### config.mk
export PLATFORM = sky130hd
export DESIGN_NAME = serial_loader
export DESIGN_NICKNAME = d
export VERILOG_FILES = /design/src/rtl/serial_loader.sv
export SDC_FILE = /design/constraint.sdc
export NUM_CORES = 1
export LEC_CHECK = 0
export BUFFER_PORTS_ARGS = -buffer_cell sky130_fd_sc_hd__buf_2
export CORE_MARGIN = 2
export CORE_UTILIZATION = 28
export CTS_CLUSTER_SIZE = 24
export DETAILED_ROUTE_END_ITERATION = 10
export SKIP_CTS_REPAIR_TIMING = 1
export SYNTH_ARGS = -nofsm -noshare
export SYNTH_HDL_FRONTEND = slang
export SYNTH_SLANG_ARGS = --single-unit
export TNS_END_PERCENT = 10
### constraint.sdc
create_clock -name clk -period 1.8 [get_ports clk]
set_input_delay 0.27 -clock clk [delete_from_list [all_inputs] [get_ports clk]]
set_output_delay 0.27 -clock clk [all_outputs]
set_load 0.02 [all_outputs]
### src/rtl/serial_loader.sv
module serial_loader #(
  parameter int W = 128,
  localparam int CW = $clog2(W)
) (
  input  logic         clk,
  input  logic         rst,
  input  logic         rx_start,
  input  logic         in_rdy,
  input  logic         ser_in,
  output logic         rx_ack,
  output logic         word_ok,
  input  logic         load_en,
  input  logic         load_key,
  output logic [W-1:0] data_reg,
  output logic [W-1:0] key_reg,
  input  logic         tx_send,
  input  logic [W-1:0] tx_word,
  input  logic         out_req,
  output logic         ser_out,
  output logic         data_rdy,
  output logic         sent
);
  logic          rx_active, tx_active;
  logic [W-1:0]  rx_sh, tx_sh;
  logic [CW-1:0] rx_cnt, tx_cnt;

  wire rx_take = rx_active & in_rdy;
  wire tx_take = tx_active & out_req;
  wire load_ok = load_en & ~rx_active;

  assign rx_ack   = rx_take;
  assign ser_out  = tx_sh[W-1];
  assign data_rdy = tx_active;

  always_ff @(posedge clk) begin
    if (rst) begin
      rx_active <= 1'b0;
      rx_cnt    <= '0;
      rx_sh     <= '0;
      word_ok   <= 1'b0;
    end else if (rx_start) begin
      rx_active <= 1'b1;
      rx_cnt    <= '0;
      word_ok   <= 1'b0;
    end else if (rx_take) begin
      rx_sh  <= {rx_sh[W-2:0], ser_in};
      rx_cnt <= rx_cnt + 1'b1;
      if (rx_cnt == CW'(W-1)) begin
        rx_active <= 1'b0;
        word_ok   <= 1'b1;
      end
    end else if (load_ok) begin
      word_ok <= 1'b0;
    end
  end

  always_ff @(posedge clk) begin
    if (rst) begin
      data_reg <= '0;
      key_reg  <= '0;
    end else if (load_ok) begin
      if (load_key) key_reg  <= rx_sh;
      else          data_reg <= rx_sh;
    end
  end

  always_ff @(posedge clk) begin
    if (rst) begin
      tx_active <= 1'b0;
      tx_cnt    <= '0;
      tx_sh     <= '0;
      sent      <= 1'b0;
    end else begin
      sent <= 1'b0;
      if (tx_send && !tx_active) begin
        tx_sh     <= tx_word;
        tx_active <= 1'b1;
        tx_cnt    <= '0;
      end else if (tx_take) begin
        tx_sh  <= {tx_sh[W-2:0], 1'b0};
        tx_cnt <= tx_cnt + 1'b1;
        if (tx_cnt == CW'(W-1)) begin
          tx_active <= 1'b0;
          sent      <= 1'b1;
        end
      end
    end
  end

  AST_ACK_NOT_DONE: assert property (@(posedge clk) disable iff (rst)
    rx_ack |-> !word_ok);
  AST_ACK_NEEDS_RDY: assert property (@(posedge clk) disable iff (rst)
    rx_ack |-> in_rdy);
  AST_HOLD_NO_LOAD: assert property (@(posedge clk) disable iff (rst)
    !load_en |=> $stable(data_reg) && $stable(key_reg));
  AST_LOAD_BUSY: assert property (@(posedge clk) disable iff (rst)
    (load_en && rx_active) |=> $stable(data_reg) && $stable(key_reg));
  AST_TX_HOLD: assert property (@(posedge clk) disable iff (rst)
    (data_rdy && !out_req) |=> $stable(ser_out) && data_rdy);
  AST_SENT_ONE: assert property (@(posedge clk) disable iff (rst)
    sent |=> !sent);
  AST_SENT_IDLE: assert property (@(posedge clk) disable iff (rst)
    sent |-> !data_rdy && $past(data_rdy));
endmodule

==> results by group <==
Status
  – Status: complete, but fails checks
  – Failing checks: negative hold slack

Setup path
  – Crit path capture type: primary output
  – Reg2reg setup slack: 0.22 ns
  – Crit-path max FO: 8
  – Startpoint types: flop
  – Largest delay share family, worst path: flip-flops
  – Critical path arrival: ~1.5 ns
  – Kind of critical path: reg2out
  – CP most frequent cell: buf_4
  – Crit path buf inv count: 3
  – Cell count along the critical path: 4
  – R2R depth: 6
  – Max incr delay on CP: about 0.38 ns
  – Crit-path cells: buf_4 > nand2_2 > inv_2 > buf_4
  – CP Data Required Time: between 1.5 and 2 ns
  – Crit path max-delay cell type: dfxtp_4

Floorplan
  – Initial Utilization: 28.2%
  – Chip Height: between 200 and 300 um
  – # rows: 95
  – Num ports: about 400
  – Core region area: between 0.06 and 0.07 sq mm
  – DIE WIDTH: 264 um
  – DIE AREA: 0.0698 sq mm

Power and ir drop
  – Comb pwr share: around 6.0%
  – Clock share of power: 48.2%
  – Net Sw Frac: between 20% and 30%
  – Internal Power: 20.2 mW
  – Flop pwr share: 45.8%
  – Leak: 9.49 nW
  – PwrDens: between 1000 and 1500 mW/mm^2
  – P_sw: ~6.0 mW
  – VDD IR max: 0.668 mV

Layout
  – NumNets Final: 2919
  – Post-Route Utilization: a little under two fifths
  – Area growth syn-to-layout: 32.9%
  – Storage cell area: roughly 0.011 sq mm
  – Final Non-Filler Cells: roughly 3700
  – Area of the multi-input gates: 0.00739 sq mm
  – Share of post-route cells with drive strength above 1: around a fifth
  – Most common cell after layout, fill and taps aside: nand2_1
  – Most frequent cells in the layout: nand2_1, dfxtp_1, a21oi_1
  – Fillers: about 6800
  – Fin area: ~0.025 sq mm

Clock network
  – CTS tree: done
  – Clock latency on the worst-skew pair: roughly 0.60 ns
  – Total CTS buffers: 59
  – Worst-path clk slew: approximately 0.060 ns
  – H-Tree Depth: 2
  – CTS sink cnt: 530
  – Root buf cell: clkbuf_16
  – Max clock buf depth: 3

STA
  – Final setup viols: 0
  – Fin Hold WS: -0.0358 ns
  – Final slew viol count: 0
  – RSZ-0062 raised after global routing: false
  – Clk_skew: about 0.014 ns
  – Worst-margin pin slew: ~0.64 ns
  – Slew headroom: 57.4%
  – Post-layout min period: 1.72 ns
  – Tcrit/Tclk final: approximately 95%
  – Fmax: 583 MHz
  – Final Hold Fails: 10

Yosys
  – Ys flop type: dfxtp_1
  – Syn Nets: 2472
  – Mean post-synth cell area: around 8.1 sq um
  – Ys async rst share: 0%
  – Cell Area, Synth: 0.0190 sq mm
  – Cells after Synth: 2333
  – Yosys reg bits: 530
  – YS warnings: 0
  – Top cells by area, synth: dfxtp_1, nand2_1, a21oi_1, a22oi_1, buf_2
  – EDFF count, synth: 0
  – Sequential share of the synthesized area: roughly 56%
  – Synth unique cells: 32
  – Synth area leader: dfxtp_1
  – Synth top area share: 56.0%

GRT
  – First-pass GRT wire length: about 87 mm
  – Initial antenna violation count: 2
  – Vias in the first global route: 15600
  – GR Util met2: around 25%
  – Global route overflow: 0
  – GR met3 Demand/Resource: just under 5%
  – Grt met1 use: roughly a fifth
  – Largest net degree at the start of global routing: 137
  – GR peak layer: met2
  – GRT Util Overall: between 15 and 20%

Detailed routing
  – DR DRC count: 0
  – Detailed-route wire length: between 50 and 60 mm
  – DR WL/cell: 15.2 um
  – Via-per-instance ratio: roughly 4.7
  – Initial DRT Pass Iterations: 6
  – Starting DRT DRC Count: about 1200
  – Routed Antenna Nets: 0
  – Via count: 17300

Hold path
  – WHS Path Cells: 3
  – Worst hold path type: in2reg

Placement
  – Placed Instances: approximately 3500
  – IO buf count: about 400
  – Placed inst area: around 0.022 sq mm
  – Dpl hpwl: between 30 and 40 mm
  – Routability cong.: 0.761

Flow run
  – Maxcap violations: 0
==> synth_stat cells, types with 5 or more instances <==
| cell | n |
|---|---|
| inv_1 | 5 |
| nor2_1 | 5 |
| dfxtp_1 | 530 |
| a21oi_1 | 514 |
| nand3_1 | 9 |
| buf_6 | 13 |
| nand2_1 | 903 |
| buf_4 | 16 |
| clkbuf_1 | 69 |
| o21ai_0 | 11 |
| or3_1 | 8 |
| a22oi_1 | 124 |
| buf_2 | 85 |
==> metrics by stage <==
stage	setup slack (ns)	TNS (ns)	power, mW
after floorplan	0.327	0	13.1
after global routing	0.000564	0	27.3
after CTS	-0.179	-0.179	26.4
after detailed placement	0.199	0	13.7
after global placement	0.227	0	13.7
final	0.0838	0	26.3
==> final cells by class <==
class | count | area share (%)
Sequential cell | 530 | 42.1
Multi-Input combinational cell | 1611 | 29.3
Timing Repair Buffer | 573 | 16.0
Clock buffer | 81 | 6.79
Tap cell | 873 | 4.34
Clock inverter | 27 | 1.36
Inverter | 5 | 0.0745
Antenna cell | 1 | 0.00993
==> worst min-delay path, cell delays in order <==
cell     delay [ns]
buf_2          0.09
mux2i_1        0.06
nor3_1         0.11
==> path summary, 6_finish.rpt <==
check	from	end
worst max-delay path	rx_active$_SDFFE_PP0P_	rx_ack
worst min-delay path	tx_word[0]	tx_sh[0]$_SDFFE_PP0P_
worst max register to register	data_rdy$_SDFFE_PP0P_	tx_sh[72]$_SDFFE_PP0P_
worst min register to register	data_reg[39]$_SDFFE_PP0P_	data_reg[39]$_SDFFE_PP0P_
==> power groups by stage <==
stage	Combinational [mW]	Sequential, mW	Clock, mW
after floorplan	0.854	12.2	0
after CTS	1.39	12.0	13.0
after detailed placement	1.39	12.3	0
after global placement	1.38	12.3	0
after global routing	1.74	12.0	13.5
final	1.59	12.0	12.6
==> kinds of logic (layout without fill, tap and decap cells) <==
family | count (synthesis) | in the layout | synth area share [%]
AND/OR/NAND/NOR | 944 | 944 | 19.2
AO/OA/AOI/OAI | 657 | 657 | 19.1
flip-flops | 530 | 530 | 56.0
buffers and inverters | 192 | 686 | 5.19
XOR/XNOR | 4 | 4 | 0.185
multiplexers | 4 | 4 | 0.277
adder cells (fa/ha/maj) | 2 | 2 | 0.132
other | 0 | 1 | 0
==> per-layer routing <==
layer  wire length [um]  vias up
li1                   -     8670
met1              24600     8166
met2              26600      423
met3               4060       75
met4               1100        2
met5                 13        -
No activity file was read; power rests on OpenSTA's default activity.
